==> config.mk <==
export PLATFORM = sky130hd
export DESIGN_NAME = sda_out_cond
export DESIGN_NICKNAME = d
export VERILOG_FILES = /design/src/rtl/sda_out_cond_pkg.sv /design/src/rtl/sda_src_mux.sv /design/src/rtl/sda_delay_line.sv /design/src/rtl/sda_ctrl_fsm.sv /design/src/rtl/sda_out_cond.sv
export SDC_FILE = /design/constraint.sdc
export NUM_CORES = 1
export LEC_CHECK = 0
export BUFFER_PORTS_ARGS = -buffer_cell sky130_fd_sc_hd__buf_2
export CAP_MARGIN = 5
export CORE_AREA = 2 2 39 41
export CTS_CLUSTER_SIZE = 25
export DETAILED_ROUTE_END_ITERATION = 10
export DIE_AREA = 0 0 41 43
export GPL_ROUTABILITY_DRIVEN = 0
export PLACE_DENSITY_LB_ADDON = 0.05
export SLEW_MARGIN = 5
export SYNTH_ARGS = -nofsm -noshare
export SYNTH_HDL_FRONTEND = slang
export SYNTH_HIERARCHICAL = 1
export SYNTH_SLANG_ARGS = --single-unit
==> constraint.sdc <==
create_clock -name clk -period 2.7 [get_ports clk]
set_clock_uncertainty 0.2 [all_clocks]
set_input_delay 0.405 -clock clk [delete_from_list [all_inputs] [get_ports clk]]
set_output_delay 0.405 -clock clk [all_outputs]
set_load 0.05 [all_outputs]
==> src/rtl/sda_out_cond_pkg.sv <==
package sda_out_cond_pkg;
    typedef enum logic [1:0] {
        ST_OFF   = 2'd0,
        ST_RUN   = 2'd1,
        ST_FLOAT = 2'd2
    } cond_state_e;
endpackage

==> src/rtl/sda_src_mux.sv <==
module sda_src_mux (
    input  logic sda_raw,
    input  logic ss_out_en,
    input  logic ack_out_en,
    input  logic ack_val,
    output logic src_bit
);
    // Acknowledge substitution only when start/stop generation is off.
    logic ack_sel;
    assign ack_sel = ack_out_en & ~ss_out_en;
    assign src_bit = ack_sel ? ack_val : sda_raw;
endmodule

==> src/rtl/sda_delay_line.sv <==
module sda_delay_line #(
    parameter int SEL_W = 3
) (
    input  logic             clk,
    input  logic             rst_n,
    input  logic             flush,
    input  logic             flush_val,
    input  logic             tick,
    input  logic             din,
    input  logic [SEL_W-1:0] sel,
    output logic             tap
);
    localparam int DEPTH = 1 << SEL_W;

    logic [DEPTH-1:0] stage;

    for (genvar g = 0; g < DEPTH; g++) begin : g_stage
        if (g == 0) begin : g_head
            always_ff @(posedge clk or negedge rst_n) begin
                if (!rst_n)      stage[g] <= 1'b1;
                else if (flush)  stage[g] <= flush_val;
                else if (tick)   stage[g] <= din;
            end
        end else begin : g_body
            always_ff @(posedge clk or negedge rst_n) begin
                if (!rst_n)      stage[g] <= 1'b1;
                else if (flush)  stage[g] <= flush_val;
                else if (tick)   stage[g] <= stage[g-1];
            end
        end
    end

    // Select 0 bypasses the line; select s taps the stage loaded s+1 ticks ago.
    assign tap = (sel == '0) ? din : stage[sel];
endmodule

==> src/rtl/sda_ctrl_fsm.sv <==
module sda_ctrl_fsm
    import sda_out_cond_pkg::*;
(
    input  logic        clk,
    input  logic        rst_n,
    input  logic        hiz_force,
    input  logic        if_enable,
    output cond_state_e state
);
    cond_state_e state_nx;

    always_comb begin
        state_nx = state;
        unique case (state)
            ST_OFF: begin
                if (hiz_force)      state_nx = ST_FLOAT;
                else if (if_enable) state_nx = ST_RUN;
            end
            ST_RUN: begin
                if (hiz_force)       state_nx = ST_FLOAT;
                else if (!if_enable) state_nx = ST_OFF;
            end
            ST_FLOAT: begin
                if (!hiz_force) state_nx = if_enable ? ST_RUN : ST_OFF;
            end
            default: state_nx = ST_OFF;
        endcase
    end

    always_ff @(posedge clk or negedge rst_n) begin
        if (!rst_n) state <= ST_OFF;
        else        state <= state_nx;
    end
endmodule

==> src/rtl/sda_out_cond.sv <==
module sda_out_cond
    import sda_out_cond_pkg::*;
#(
    parameter int SEL_W = 3
) (
    input  logic             clk,
    input  logic             rst_n,
    input  logic             cs_tick,
    input  logic             sda_raw,
    input  logic [SEL_W-1:0] dly_sel,
    input  logic             ss_out_en,
    input  logic             ack_out_en,
    input  logic             ack_val,
    input  logic             hiz_force,
    input  logic             if_enable,
    input  logic             idle_level,
    output logic             pad_o,
    output logic             pad_oe
);
    cond_state_e state;
    logic        src_bit;
    logic        tap_bit;
    logic        level;

    sda_ctrl_fsm u_fsm (
        .clk       (clk),
        .rst_n     (rst_n),
        .hiz_force (hiz_force),
        .if_enable (if_enable),
        .state     (state)
    );

    sda_src_mux u_mux (
        .sda_raw    (sda_raw),
        .ss_out_en  (ss_out_en),
        .ack_out_en (ack_out_en),
        .ack_val    (ack_val),
        .src_bit    (src_bit)
    );

    sda_delay_line #(.SEL_W(SEL_W)) u_dly (
        .clk       (clk),
        .rst_n     (rst_n),
        .flush     (state == ST_OFF),
        .flush_val (idle_level),
        .tick      (cs_tick),
        .din       (src_bit),
        .sel       (dly_sel),
        .tap       (tap_bit)
    );

    // Output decode from the current state.
    always_comb begin
        level = 1'b1;
        unique case (state)
            ST_OFF:   level = idle_level;
            ST_RUN:   level = tap_bit;
            ST_FLOAT: level = 1'b1;
            default:  level = 1'b1;
        endcase
    end

    assign pad_o  = level;
    assign pad_oe = ~level;
endmodule

==> flow_metrics.env, run 1 <==
export IMPL_cts_clk_slew_worst_paths_ps=60
export IMPL_detailedPlacementHpwl_um=815
export IMPL_holdPathStages=2
export IMPL_first_pass_grt_wire_length_mm=1.59
export IMPL_netlist_area_leader_share_pct=36.0
export IMPL_grt_pass1_vias=398
export IMPL_power_density_nw_per_um2=597
export IMPL_timing_setup_critical_path_class="primary input to output port"
export IMPL_slew_viol_final=0
export IMPL_ranking_of_synthesized_cells_by_instance_count="17 x mux2_2, 8 x dfstp_2, 2 x dfrtp_1, 2 x mux4_1"
export IMPL_timing_critical_path_slowest_cell_delay_ps=450
export IMPL_dpl_cell_count=68
export IMPL_crit_path_max_fanout=2
export IMPL_clk_root_buffer_cell="clkbuf_4"
export IMPL_placement_rows=14
export IMPL_most_numerous_cell_in_the_yosys_netlist="mux2_2"
export IMPL_die_h_um=43
export IMPL_timing_hold_worst_endpoint="u_fsm/state[0]"
export IMPL_slew_headroom_pct=58.8
export IMPL_post_detailed_route_wirelength_per_cell_um=13.2
export IMPL_global_route_usage_total_pct=13.8
export IMPL_core_area_um2=1380
export IMPL_postSynthCellCount=40
export IMPL_final_period_minus_worst_setup_slack_ps=2690
export IMPL_timing_final_setup_violations=0
export IMPL_worst_hold_path_type="primary input to flop"
export IMPL_drt_drc_violations_left=0
export IMPL_die_w_um=41
export IMPL_post_synth_top_area_cell="dfstp_2"
export IMPL_final_fill_count=123
export IMPL_placedInstanceArea_um2=678
export IMPL_cts_post_setup_buffers_inserted=0
export IMPL_critical_path_arrival_ps=2090
export IMPL_drt_initial_violations=0
export IMPL_number_of_buffers_between_clock_root_and_the_deepest_sink=2
export IMPL_worstPathRequired_ps=2100
export IMPL_area_growth_synth_to_final_pct=28.5
export IMPL_worstReg2RegEnd="u_dly/stage[0]"
export IMPL_insertedDiodeCount=0
export IMPL_reg2reg_setup_slack_ps=1050
export IMPL_max_clock_freq_ghz=0.372
export IMPL_die_area_um2=1760
export IMPL_min_delay_start="hiz_force"
export IMPL_cts_buffers=3
export IMPL_hold_viol_final=0
export IMPL_cts_sinks=10
export IMPL_synthesis_area_um2=584
export IMPL_ir_drop_uv=359
export IMPL_tritoncts_clock_tree="done"
export IMPL_rsz0062_at_grt="yes"
export IMPL_cellLeakagePower_nw=0.322
export IMPL_synth_net_count=53
export IMPL_io_buffers=14
export IMPL_worstPathCellList="buf_6, nand2b_4, mux2_4, mux4_2, mux2_4, a211o_1, buf_6"
export IMPL_yosysUniqueCellTypes=15
export IMPL_layout_nets=71
export IMPL_sequential_cell_area_um2=260
export IMPL_post_route_fraction_of_the_period_consumed_by_the_critical_path_pct=99.7
export IMPL_run_status="completed"
export IMPL_drv_cap=0
export IMPL_drt_vias_per_instance=5.23
export IMPL_start_util_pct=42.2
export IMPL_antenna_found_initial=0
export IMPL_slowest_stage_cell_on_the_critical_path="mux4_2"
export IMPL_ys_ff_latch=10
export IMPL_synth_sequential_area_ratio_pct=44.5
export IMPL_layout_cells_non_filler=73
export IMPL_yosys_warnings=6
export IMPL_cell_types_occupying_the_most_area_after_synthesis="dfstp_2 36%, mux2_2 33%, mux4_1 9.0%"
export IMPL_layout_drive_gt1_share_pct=84.2
export IMPL_syn_mean_instance_area_um2=14.6
export IMPL_wl_um=964
export IMPL_reg2reg_depth=2
export IMPL_detailroute_via_count=382
export IMPL_firstDrtPassIters=1
export IMPL_maximum_number_of_pins_on_one_net_before_global_route_repair=11
export IMPL_multiInputGateArea_um2=332
export IMPL_cts_max_level=1
export IMPL_design_portCount=15
export IMPL_antenna_left=0
export IMPL_r2r_start="u_fsm/state[0]"
export IMPL_number_of_flops_mapped_to_enable_cells_by_yosys=0
export IMPL_async_flop_share_pct=100
export IMPL_worst_slew_pin_transition_ps=616
export IMPL_source_to_sink_clock_delay_at_the_later_pin_of_the_worst_skew_pair_ps=260
export IMPL_worstSetupEndpointType="output port"
export IMPL_worstSetupStartpointType="primary input"
export IMPL_gr_total_overflow=0
export IMPL_layout_cell_area_non_filler_um2=751
export IMPL_synthFlopType="dfstp_2"
[power by group]
part	internal [mW]	switching (mW)	total [mW]
registers	0.187	0.0164	0.204
clock network	0.0817	0.0475	0.129
logic	0.0709	0.0448	0.116
total	0.340	0.109	0.448
[repair_timing]
item,4_1_cts,5_1_grt
hold endpoints to repair,2,0
gates resized for setup,5,1
setup endpoints to repair,2,2
pin swaps,1,0
hold buffers,1,0
[flip-flops by register name, summed over array words and instances (netlist names)]
| register | cells |
|---|---|
| u_dly/stage | 8 |
| u_fsm/state | 2 |
[layout make-up]
| type | count | share of cell area [%] |
|---|---|---|
| inverters | 1 | 0.500 |
| flip-flops and latches | 10 | 34.7 |
| multi-input cells | 27 | 44.2 |
| clock buffers | 4 | 4.83 |
| repair buffers | 15 | 13.2 |
| well taps | 16 | 2.67 |
[worst max path at each step]
stage / start / to / slack (ps) / depth (start not counted)
final: ss_out_en / pad_o / 9 / 7
after global routing: ss_out_en / pad_o / -50 / 7
after detailed placement: ss_out_en / pad_o / -100 / 7
after global placement: ss_out_en / pad_o / -90 / 7
after floorplan: ss_out_en / pad_oe / 0.4 / 5
after CTS: ss_out_en / pad_o / -5 / 7
[layer usage]
metal | vias to the layer above | share of wire (%) | track usage (%)
met2 | 11 | 55 | 24.7
met4 | 0 | 0 | 4.00
li1 | 185 | - | -
met3 | 0 | 6.8 | 4.71
met5 | - | 0 | 0
met1 | 186 | 38 | 13.9
[worst max-delay path: cells and delay by family]
family	cells	cell delay [ps]
buffers and inverters	2	240
AND/OR/NAND/NOR	1	130
AO/OA/AOI/OAI	1	270
multiplexers	3	1050
[cells in the final DEF, fill, tap and decap left out]
cell	n
mux2_2	16
buf_2	11
dfstp_2	8
clkbuf_4	3
buf_6	3
mux2_4	2
dfrtp_1	2
nor2_1	1
nor2b_1	1
a211o_1	1
a211oi_4	1
clkbuf_8	1
dlygate4sd3_1	1
mux4_2	1
mux4_1	1
inv_1	1
a211oi_2	1
a21boi_1	1
nand2b_4	1
[cells by family (layout without fill, tap and decap cells)]
kind of cell	Yosys count	after routing	synth area share, %
buffers and inverters	3	20	2.14
muxes	20	20	44.3
and+or+nand+nor	3	3	2.78
AOI/OAI and AO/OA	4	4	6.21
DFF	10	10	44.5
[stage by stage]
stage                     setup WS (ps)  util, %  power [mW]  hold slack (ps)  TNS, ps
after floorplan                   0.401        -       0.288            -90.6        0
after global placement            -86.8     49.0       0.309             68.2     -151
after detailed placement           -104     49.0       0.317             78.1     -184
after CTS                         -4.76     54.0       0.456              112    -4.76
after global routing              -50.0     54.2       0.475              121    -64.7
final                              8.80     54.2       0.448              119        0
Power figures use the tool's default switching activity.
==> inputs of run 2 (changes only) <==
CORE_AREA = 4 4 41 43   (was 2 2 39 41)
DIE_AREA = 0 0 45 47   (was 0 0 41 43)
==> flow_metrics.env, run 2 (synthesis gave the netlist of run 1 again) <==
export IMPL_die_h_um=47
export IMPL_cts_clk_slew_worst_paths_ps=60
export IMPL_start_util_pct=44.9
export IMPL_cts_max_level=1
export IMPL_reg2reg_setup_slack_ps=970
export IMPL_critical_path_arrival_ps=2090
export IMPL_slew_headroom_pct=52.7
export IMPL_finalHoldWorstSlack_ps=113
export IMPL_post_detailed_route_wirelength_per_cell_um=15.6
export IMPL_first_pass_grt_wire_length_mm=1.90
export IMPL_largestRegisters="u_dly/stage: 8 flops, u_fsm/state: 2 flops"
export IMPL_cts_post_setup_buffers_inserted=0
export IMPL_final_period_minus_worst_setup_slack_ps=2690
export IMPL_global_route_usage_total_pct=13.1
export IMPL_rsz0062_at_grt="yes"
export IMPL_core_area_um2=1300
export IMPL_timing_setup_critical_path_class="primary input to output port"
export IMPL_gr_total_overflow=0
export IMPL_cts_buffers=3
export IMPL_insertedDiodeCount=0
export IMPL_drt_initial_violations=7
export IMPL_antenna_left=0
export IMPL_crit_path_max_fanout=2
export IMPL_detailroute_via_count=387
export IMPL_max_clock_freq_ghz=0.371
export IMPL_final_fill_count=108
export IMPL_area_growth_synth_to_final_pct=25.9
export IMPL_ir_drop_uv=295
export IMPL_cellLeakagePower_nw=0.315
export IMPL_grt_pass1_vias=420
export IMPL_worst_hold_path_type="primary input to flop"
export IMPL_source_to_sink_clock_delay_at_the_later_pin_of_the_worst_skew_pair_ps=260
export IMPL_number_of_buffers_between_clock_root_and_the_deepest_sink=2
export IMPL_mostFrequentLayoutCell="mux2_2"
export IMPL_hold_viol_final=0
export IMPL_detailedPlacementHpwl_um=854
export IMPL_layout_common_cells="16 x mux2_2, 11 x buf_2, 8 x dfstp_2"
export IMPL_antenna_found_initial=0
export IMPL_io_buffers=14
export IMPL_run_status="completed"
export IMPL_clk_root_buffer_cell="clkbuf_4"
export IMPL_layout_nets=71
export IMPL_die_w_um=45
export IMPL_wl_mm=1.11
export IMPL_placement_rows=13
export IMPL_drt_drc_violations_left=0
export IMPL_design_portCount=15
export IMPL_largest_register="u_dly/stage"
export IMPL_post_route_fraction_of_the_period_consumed_by_the_critical_path_pct=99.8
export IMPL_worst_slew_pin_transition_ps=706
export IMPL_power_density_nw_per_um2=570
export IMPL_worstSetupEndpointType="output port"
export IMPL_max_ffs_per_register=8
export IMPL_drt_vias_per_instance=5.45
export IMPL_layout_drive_gt1_share_pct=83.9
export IMPL_timing_final_setup_violations=0
export IMPL_firstDrtPassIters=2
export IMPL_cts_sinks=10
export IMPL_placedInstanceArea_um2=677
export IMPL_maximum_number_of_pins_on_one_net_before_global_route_repair=11
export IMPL_drv_cap=0
export IMPL_worstSetupStartpointType="primary input"
export IMPL_die_area_um2=2120
export IMPL_layout_cell_area_non_filler_um2=736
export IMPL_slew_viol_final=0
export IMPL_tritoncts_clock_tree="done"
export IMPL_worstPathRequired_ps=2100
## run 2: changes by cell type in the layout (fill, tap and decap cells not counted)
cell,previous run,this run
clkbuf_8,1,0
## run 2: stage by stage
stage / worst slack, ps / std cells / power [mW] / util, % / setup TNS [ps]
6_report: 6.34 / 71 / 0.419 / 56.5 / 0
5_1_grt: -50.4 / 71 / 0.444 / 56.5 / -75.3
2_1_floorplan: 0.401 / 40 / 0.288 / - / 0
3_5_place_dp: -103 / 67 / 0.317 / 52.0 / -169
3_3_place_gp: -89.4 / 67 / 0.309 / 52.0 / -152
4_1_cts: -3.15 / 71 / 0.423 / 56.3 / -3.15
## run 2: area by class of cell
class / count / area [µm²] / area share (%)
multi-input combinational: 27 / 332 / 45.1
sequential: 10 / 260 / 35.4
timing repair buffer: 15 / 98.8 / 13.4
clock buffer: 3 / 22.5 / 3.06
tap: 15 / 18.8 / 2.55
inverter: 1 / 3.75 / 0.510
## run 2: what timing repair did
action / 4_1_cts / 5_1_grt
pin swaps: 1 / 0
hold buffers: 1 / 0
cloned: 0 / 0
setup endpoints to repair: 2 / 2
gates resized for setup: 5 / 1
hold endpoints to repair: 2 / 0
## run 2: final timing paths
kind	start	end	cells past startpoint
worst max-delay path	ss_out_en	pad_o	7
worst min-delay path	hiz_force	u_fsm/state[0]	2
worst max register to register	u_fsm/state[1]	u_dly/stage[7]	2
worst min register to register	u_fsm/state[1]	u_fsm/state[0]	1
max in group asynchronous	rst_n	u_dly/stage[4]	2
min in group asynchronous	rst_n	u_fsm/state[0]	2
## run 2: critical path, cell delays in order
cell and delay (ps):
buf_6 90, nand2b_4 130, mux2_4 300, mux4_2 440, mux2_4 300, a211o_1 270, buf_6 150
## run 2: power by group
part | total (mW) | leakage, nW | internal [mW] | switching (mW)
Clock | 0.0969 | 0.0138 | 0.0512 | 0.0456
Combinational | 0.118 | 0.192 | 0.0710 | 0.0466
Sequential | 0.205 | 0.109 | 0.187 | 0.0176
## run 2: metal layers
layer / vias to the layer above / part of all wire (%) / GRT usage (%)
met2: 14 / 52 / 21.8
met5: - / 0 / 0
met3: 2 / 8.0 / 4.21
li1: 181 / - / -
met4: 0 / 1.1 / 8.77
met1: 190 / 39 / 14.3
